[src/rtl/addsub_pkg.sv]
package addsub_pkg;

    // Relational condition codes decoded from the flags of A-B
    localparam logic [3:0] CC_EQ  = 4'd0;
    localparam logic [3:0] CC_NE  = 4'd1;
    localparam logic [3:0] CC_LT  = 4'd2;
    localparam logic [3:0] CC_LE  = 4'd3;
    localparam logic [3:0] CC_GT  = 4'd4;
    localparam logic [3:0] CC_GE  = 4'd5;
    localparam logic [3:0] CC_LTU = 4'd6;
    localparam logic [3:0] CC_LEU = 4'd7;
    localparam logic [3:0] CC_GTU = 4'd8;
    localparam logic [3:0] CC_GEU = 4'd9;

    typedef struct packed {
        logic z;
        logic n;
        logic c;
        logic v;
    } flags_t;

    // One full-adder column
    function automatic logic [1:0] fa_col(input logic a, input logic b, input logic ci);
        logic p;
        p = a ^ b;
        return {(ci & p) | (a & b), ci ^ p};
    endfunction

    // Signed "less than" after A-B
    function automatic logic sgn_lt(input flags_t f);
        return f.n ^ f.v;
    endfunction

    // Unsigned "less than" after A-B: a borrow means no carry out
    function automatic logic uns_lt(input flags_t f);
        return ~f.c;
    endfunction

    function automatic logic cc_hit(input logic [3:0] sel, input flags_t f);
        logic hit;
        case (sel)
            CC_EQ:   hit = f.z;
            CC_NE:   hit = ~f.z;
            CC_LT:   hit = sgn_lt(f);
            CC_LE:   hit = f.z | sgn_lt(f);
            CC_GT:   hit = ~(f.z | sgn_lt(f));
            CC_GE:   hit = ~sgn_lt(f);
            CC_LTU:  hit = uns_lt(f);
            CC_LEU:  hit = uns_lt(f) | f.z;
            CC_GTU:  hit = ~uns_lt(f) & ~f.z;
            CC_GEU:  hit = ~uns_lt(f);
            default: hit = 1'b0;
        endcase
        return hit;
    endfunction

endpackage

[src/rtl/addsub_ripple.sv]
module addsub_ripple
    import addsub_pkg::*;
#(
    parameter int W = 8
) (
    input  logic [W-1:0] a_in,
    input  logic [W-1:0] b_in,
    input  logic         cin,
    output logic [W-1:0] sum,
    output logic [W:0]   cy
);

    assign cy[0] = cin;

    for (genvar i = 0; i < W; i++) begin : g_col
        logic [1:0] col;
        assign col       = fa_col(a_in[i], b_in[i], cy[i]);
        assign sum[i]    = col[0];
        assign cy[i+1]   = col[1];
    end

endmodule

[src/rtl/addsub_flags.sv]
module addsub_flags
    import addsub_pkg::*;
#(
    parameter int W = 8
) (
    input  logic [W-1:0] sum,
    input  logic         c_msb_in,
    input  logic         c_out,
    output flags_t       flg
);

    always_comb begin
        flg.z = ~|sum;
        flg.n = sum[W-1];
        flg.c = c_out;
        flg.v = c_out ^ c_msb_in;
    end

endmodule

[src/rtl/addsub_cond.sv]
module addsub_cond
    import addsub_pkg::*;
(
    input  flags_t     flg,
    input  logic [3:0] sel,
    output logic       hit
);

    assign hit = cc_hit(sel, flg);

endmodule

[src/rtl/addsub_cmp.sv]
module addsub_cmp
    import addsub_pkg::*;
#(
    parameter int W = 8
) (
    input  logic [W-1:0] op_a,
    input  logic [W-1:0] op_b,
    input  logic         sub_en,
    input  logic [3:0]   cc_sel,
    output logic [W-1:0] sum_o,
    output logic         flag_z,
    output logic         flag_n,
    output logic         flag_c,
    output logic         flag_v,
    output logic         cmp_o
);

    localparam int MSB = W - 1;

    logic [W-1:0] b_eff;
    logic [W:0]   cy;
    flags_t       flg;

    // Conditional inversion of B, one XOR per column
    for (genvar i = 0; i < W; i++) begin : g_binv
        assign b_eff[i] = op_b[i] ^ sub_en;
    end

    addsub_ripple #(.W(W)) u_chain (
        .a_in (op_a),
        .b_in (b_eff),
        .cin  (sub_en),
        .sum  (sum_o),
        .cy   (cy)
    );

    addsub_flags #(.W(W)) u_flags (
        .sum      (sum_o),
        .c_msb_in (cy[MSB]),
        .c_out    (cy[W]),
        .flg      (flg)
    );

    addsub_cond u_cond (
        .flg (flg),
        .sel (cc_sel),
        .hit (cmp_o)
    );

    assign flag_z = flg.z;
    assign flag_n = flg.n;
    assign flag_c = flg.c;
    assign flag_v = flg.v;

endmodule

[config.mk]
export PLATFORM = sky130hd
export DESIGN_NAME = addsub_cmp
export DESIGN_NICKNAME = d
export VERILOG_FILES = /design/src/rtl/addsub_pkg.sv /design/src/rtl/addsub_ripple.sv /design/src/rtl/addsub_flags.sv /design/src/rtl/addsub_cond.sv /design/src/rtl/addsub_cmp.sv
export SDC_FILE = /design/constraint.sdc
export NUM_CORES = 1
export LEC_CHECK = 0
export BUFFER_PORTS_ARGS = -buffer_cell sky130_fd_sc_hd__buf_2
export CAP_MARGIN = 20
export CELL_PAD_IN_SITES_DETAIL_PLACEMENT = 1
export CELL_PAD_IN_SITES_GLOBAL_PLACEMENT = 1
export CORE_AREA = 2 2 45 47
export DETAILED_ROUTE_END_ITERATION = 12
export DIE_AREA = 0 0 47 49
export GPL_TIMING_DRIVEN = 0
export PLACE_DENSITY_LB_ADDON = 0.1
export SYNTH_ARGS = -nofsm -noshare
export SYNTH_HDL_FRONTEND = slang
export SYNTH_SLANG_ARGS = --single-unit
[constraint.sdc]
create_clock -name vclk -period 4.95
set_clock_uncertainty 0.2 [all_clocks]
set_input_delay 0.495 -clock vclk [all_inputs]
set_output_delay 0.495 -clock vclk [all_outputs]
set_load 0.05 [all_outputs]
* Yosys cells after proc, flatten, opt, wreduce, memory -nomap -nowiden
Cells that the tools add are included.
** Word-level totals
- Register bits :: 0
- Logic and storage cells :: 69
** Operators by class
- Equality and inequality tests :: 9
- Multiplexer cells :: 1
- Bitwise gates (word level) :: 56
- Reduce and logical (&&, ||, !) cells :: 3
** Operators by type and width (number)
- 1-bit XOR :: 26
- 1-bit bitwise AND :: 17
- 4-bit by 3-bit equality test with 1-bit output (second input constant) :: 4
- 1-bit bitwise OR :: 10
- 1-bit one-hot mux with 10 select lines :: 1
- 4-bit by 2-bit equality test with 1-bit output (second input constant) :: 2
- 4-bit equality test (second input constant) :: 2
- 8-bit OR reduction :: 1
- 4-bit by 1-bit equality test with 1-bit output (second input constant) :: 1
- 4-bit zero test :: 1
- 1-bit NOT :: 3
- 1-bit zero test :: 1

* Longest topological paths before layout
- Depth in word-level cells :: 23
- Depth in mapped cells :: 13
- Mapped depth without buffers :: 12

* By module
A second synthesis with hierarchy kept.
** Second synthesis, totals
- Cell total of the unflattened synthesis :: 44
- Area, all modules :: 424.2 um2
** Modules (own cells, without submodules)
- addsub_ripple :: instances 1, cells each 14, area an instance 186.4 um2, seq. area each 0.0 um2
- addsub_cond :: instances 1, cells each 15, area an instance 113.9 um2, seq. area each 0.0 um2
- addsub_cmp :: instances 1, cells each 9, area an instance 81.3 um2, seq. area each 0.0 um2
- addsub_flags :: instances 1, cells each 6, area an instance 42.5 um2, seq. area each 0.0 um2

* Worst setup path after synthesis
Ideal clock, no wire load.
- Path type :: input -> output
- Start :: input sub_en
- End :: output cmp_o
- Arrival :: 5.313 ns
- Required time :: 4.255 ns
- Setup slack :: -1.058 ns
- Stages on the path :: 13
- Buffers on the path :: 1
- Cell sequence :: buf_2 mux2i_1 fa_1 fa_1 fa_1 fa_1 fa_1 fa_1 fa_1 nand4_1 nor4_4 nor3_1 a211o_1
** On the way
- Elaborated cells on any way between the ends :: 59
- Those cells by class :: 1 x mux; 56 x bitwise; 2 x reduce/logical
** RTL lines
- start: declaration :: line addsub_cmp.sv:8 : input logic sub_en,
- 1-bit XOR :: line addsub_cmp.sv:26 : assign b_eff[i] = op_b[i] ^ sub_en;
- 1-bit XOR :: line addsub_pkg.sv:25 : p = a ^ b;
- 1-bit bitwise AND :: line addsub_pkg.sv:26 : return {(ci & p) | (a & b), ci ^ p};
- 1-bit bitwise OR :: line addsub_pkg.sv:26
- 1-bit bitwise AND :: line addsub_pkg.sv:26
- 1-bit bitwise OR :: line addsub_pkg.sv:26
- 1-bit bitwise AND :: line addsub_pkg.sv:26
- 1-bit bitwise OR :: line addsub_pkg.sv:26
- (+7 left out)
- 1-bit bitwise OR :: line addsub_pkg.sv:26
- 1-bit XOR :: line addsub_pkg.sv:26
- 8-bit OR reduction (*) :: line addsub_flags.sv:13 : flg.z = ~|sum;
- 1-bit zero test (*) :: line addsub_flags.sv:13
- named net flag_z :: line addsub_cmp.sv:11 : output logic flag_z,
- 1-bit bitwise OR :: line addsub_pkg.sv:45, addsub_pkg.sv:46
- 1-bit NOT :: line addsub_pkg.sv:46 : CC_GT: hit = ~(f.z | sgn_lt(f));
- 1-bit one-hot mux with 10 select lines (*) :: line addsub_pkg.sv:41 : case (sel)
- end: declaration :: line addsub_cmp.sv:15 : output logic cmp_o
The timed path passes the listed nets; every way through them passes the cells marked *.

* Worst setup path in the final report
- Start :: input op_b[0]
- End :: output cmp_o
** On the way
- Cells in the longest elaborated chain, start to end :: 23
- Elaborated cells on any way between the ends :: 38
- Those cells by class :: 1 x mux; 35 x bitwise; 2 x reduce/logical
** RTL lines
- start: declaration :: line addsub_cmp.sv:7 : input logic [W-1:0] op_b,
- 1-bit XOR (*) :: line addsub_cmp.sv:26
- 1-bit XOR :: line addsub_pkg.sv:25
- 1-bit bitwise AND :: line addsub_pkg.sv:26
- 1-bit bitwise OR :: line addsub_pkg.sv:26
- 1-bit bitwise AND :: line addsub_pkg.sv:26
- 1-bit bitwise OR :: line addsub_pkg.sv:26
- 1-bit bitwise AND :: line addsub_pkg.sv:26
- 1-bit bitwise OR :: line addsub_pkg.sv:26
- (+7 left out)
- 1-bit bitwise OR :: line addsub_pkg.sv:26
- 1-bit bitwise AND :: line addsub_pkg.sv:26
- 1-bit bitwise OR :: line addsub_pkg.sv:26
- 1-bit XOR :: line addsub_flags.sv:16 : flg.v = c_out ^ c_msb_in;
- 1-bit XOR :: line addsub_pkg.sv:31 : return f.n ^ f.v;
- 1-bit bitwise OR :: line addsub_pkg.sv:45, addsub_pkg.sv:46
- 1-bit NOT :: line addsub_pkg.sv:46
- 1-bit one-hot mux with 10 select lines (*) :: line addsub_pkg.sv:41
Every way passes the cells marked *; elsewhere a longest branch is shown, timed or not.

==> qor.yml <==
global_route:
  first_global_vias: 460
  grt_max_degree: 9
  grt_usage: 0.0986
  grt_pass1_wl_mm: 1.79
  grt_antenna_before_repair: 0
  grt-ovfl-total: 0
floorplan:
  initial_core_util: 0.240
  core_area_sq_mm: 0.00184
  io_pins: 34
  rows: 16
  die_area_sq_mm: 0.00230
  die_y_um: 49
  die_w_um: 47
routing:
  drc_errors: 0
  wl_per_cell_um: 8.94
  drt_iter0_drc: 0
  wl_mm: 1.05
  ant_nets: 0
  first_pass_iters: 1
  num_vias: 462
  via_per_inst: 3.95
timing:
  setup_viol: 1
  worstMarginPinSlew_ps: 309
  fmax_mhz: 198
  finalHoldViolCount: 0
  tns_ps: -88.6
  finalCritPeriodShare: 1.02
  slew_viol_final: 0
  rsz0062_at_grt: "yes"
  layout_setup_ws_ps: -88.6
  final.min_clock_period_ps: 5040
  relSlewSlack: 0.793
logic_synthesis:
  synth_area_leader_cell: "fa_1"
  yosysUniqueCellTypes: 18
  avgSynthCellArea_sq_um: 8.36
  synth_xor_area_frac: 0.178
  synthTopCellsByArea: "fa_1 (36%), inv_1 (14%), xnor2_1 (12%), xor2_1 (5.9%), nor2b_1 (5.6%)"
  ys_seq_area_frac: 0
  synth_top_cell_area_share: 0.362
  synth_common_cells: "inv_1 (16), fa_1 (8), xnor2_1 (6)"
  synth_fp_nets: 82
  synth_compound_area_frac: 0.0876
  synth-simple-area-share: 0.164
  synth_top_family_by_area: "adder cells"
  synth_most_common_cell: "inv_1"
  netlist_area_sq_um: 443
  syn_inst: 53
  synthMuxAreaShare: 0.0452
  yosys_warnings: 0
  synth_fa_ha_area_frac: 0.362
outcome:
  status: "finished, violations left"
  failed_checks: "setup timing"
power_and_ir_drop:
  switching_share: 0.693
  clock_power_share: 0
  power.switching_uw: 141
  p_comb_frac: 1.000
  internal_power_uw: 62.8
  power_density_mw_per_mm2: 279
  p_leak_nw: 0.383
  vdd_drop_max_uv: 125
  p_seq_frac: 0
finish:
  regArea_sq_um: 0
  n_antenna_cell: 0
  drive_above_1_share: 0.544
  nFillCells: 249
  seq_cell_count: 0
  area_growth_pct: 65.3
  clock_buffers: 0
  finalNetCount: 121
  fin_area_sq_um: 732
worst_setup_path:
  end_kind: "output pin"
  crit_arrival_ps: 4340
  worst_setup_path_start_kind: "primary input"
  required_ps: 4260
  worst-path-max-fanout: 2
  path_class: "in -> out"
place:
  dp_hpwl_um: 947
  gp_congestion: 0.661
  io_buffers: 33
  dp_slack_ps: -321
  postPlaceCellArea_sq_um: 676
cts:
  hold_buffers: 0
worst_hold_path:
  hold_path.class: "in -> out"
run:
  max-cap-violations: 0
final cells by class:
cell class,count,area [sq um],area share
tap,27,33.8,0.0462
buffer,2,22.5,0.0308
multi-input combinational,35,398,0.544
timing repair buffer,37,218,0.297
inverter,16,60.1,0.0821
layer usage:
layer / part of all wire / GRT usage / vias to the layer above
met5: 0 / 0 / -
li1: - / - / 232
met2: 0.52 / 0.180 / 19
met1: 0.41 / 0.134 / 211
met3: 0.062 / 0 / 0
met4: 0 / 0 / 0
what timing repair did:
item	CTS	global route
gates resized for setup	7	0
setup buffers	4	0
endpoints found under the setup margin	2	2
pin swaps	4	2
layout by cell type, fill, tap and decap left out:
cell type	instances
mux2i_2	1
nor3b_1	1
xor2_1	3
nor2_1	1
fa_1	2
a211o_2	1
buf_4	5
buf_6	2
nand2_1	1
a21oi_1	1
xnor2_2	1
o31ai_1	2
xnor2_1	5
buf_8	2
buf_2	30
nor2b_1	4
nand4_1	1
nor4_4	1
fa_2	6
o21ai_0	2
inv_1	16
mux2i_1	1
nor3_1	1
path summary, 6_finish.rpt:
path / startpoint / end / slack, ps / cells past startpoint
setup / recovery: op_b[0] / cmp_o / -90 / 14
hold / removal: op_b[0] / sum_o[0] / 1200 / 3
critical path, cell delays in order:
cell,delay [ps]
buf_6,100
mux2i_2,150
fa_2,370
fa_2,370
fa_2,370
fa_2,370
fa_2,370
fa_2,380
fa_1,530
nand4_1,130
nor4_4,170
nor3_1,80
a211o_2,280
buf_6,160
power by group through the flow:
stage          combinational [mW]  sequential, mW  clock [mW]
6_report                    0.204               0           0
2_1_floorplan               0.154               0           0
5_1_grt                     0.222               0           0
4_1_cts                     0.208               0           0
3_5_place_dp                0.200               0           0
3_3_place_gp                0.199               0           0
per-stage QoR:
| stage | cells | power, mW | utilization | hold WS (ps) |
|---|---|---|---|---|
| 5_1_grt | 117 | 0.222 | 0.397 | 1210 |
| 3_5_place_dp | 113 | 0.200 | 0.367 | 1210 |
| 3_3_place_gp | 113 | 0.199 | 0.367 | 1210 |
| 6_report | 117 | 0.204 | 0.397 | 1200 |
| 2_1_floorplan | 53 | 0.154 | - | 1100 |
| 4_1_cts | 117 | 0.208 | 0.397 | 1200 |
logic make-up after synthesis:
kind of cell	count (synthesis)
AOI/OAI and AO/OA	6
xor gates and xnor gates	9
and+or+nand+nor	10
buffers and inverters	18
adders and majority gates	8
muxes	2
Power figures use the tool's default switching activity.
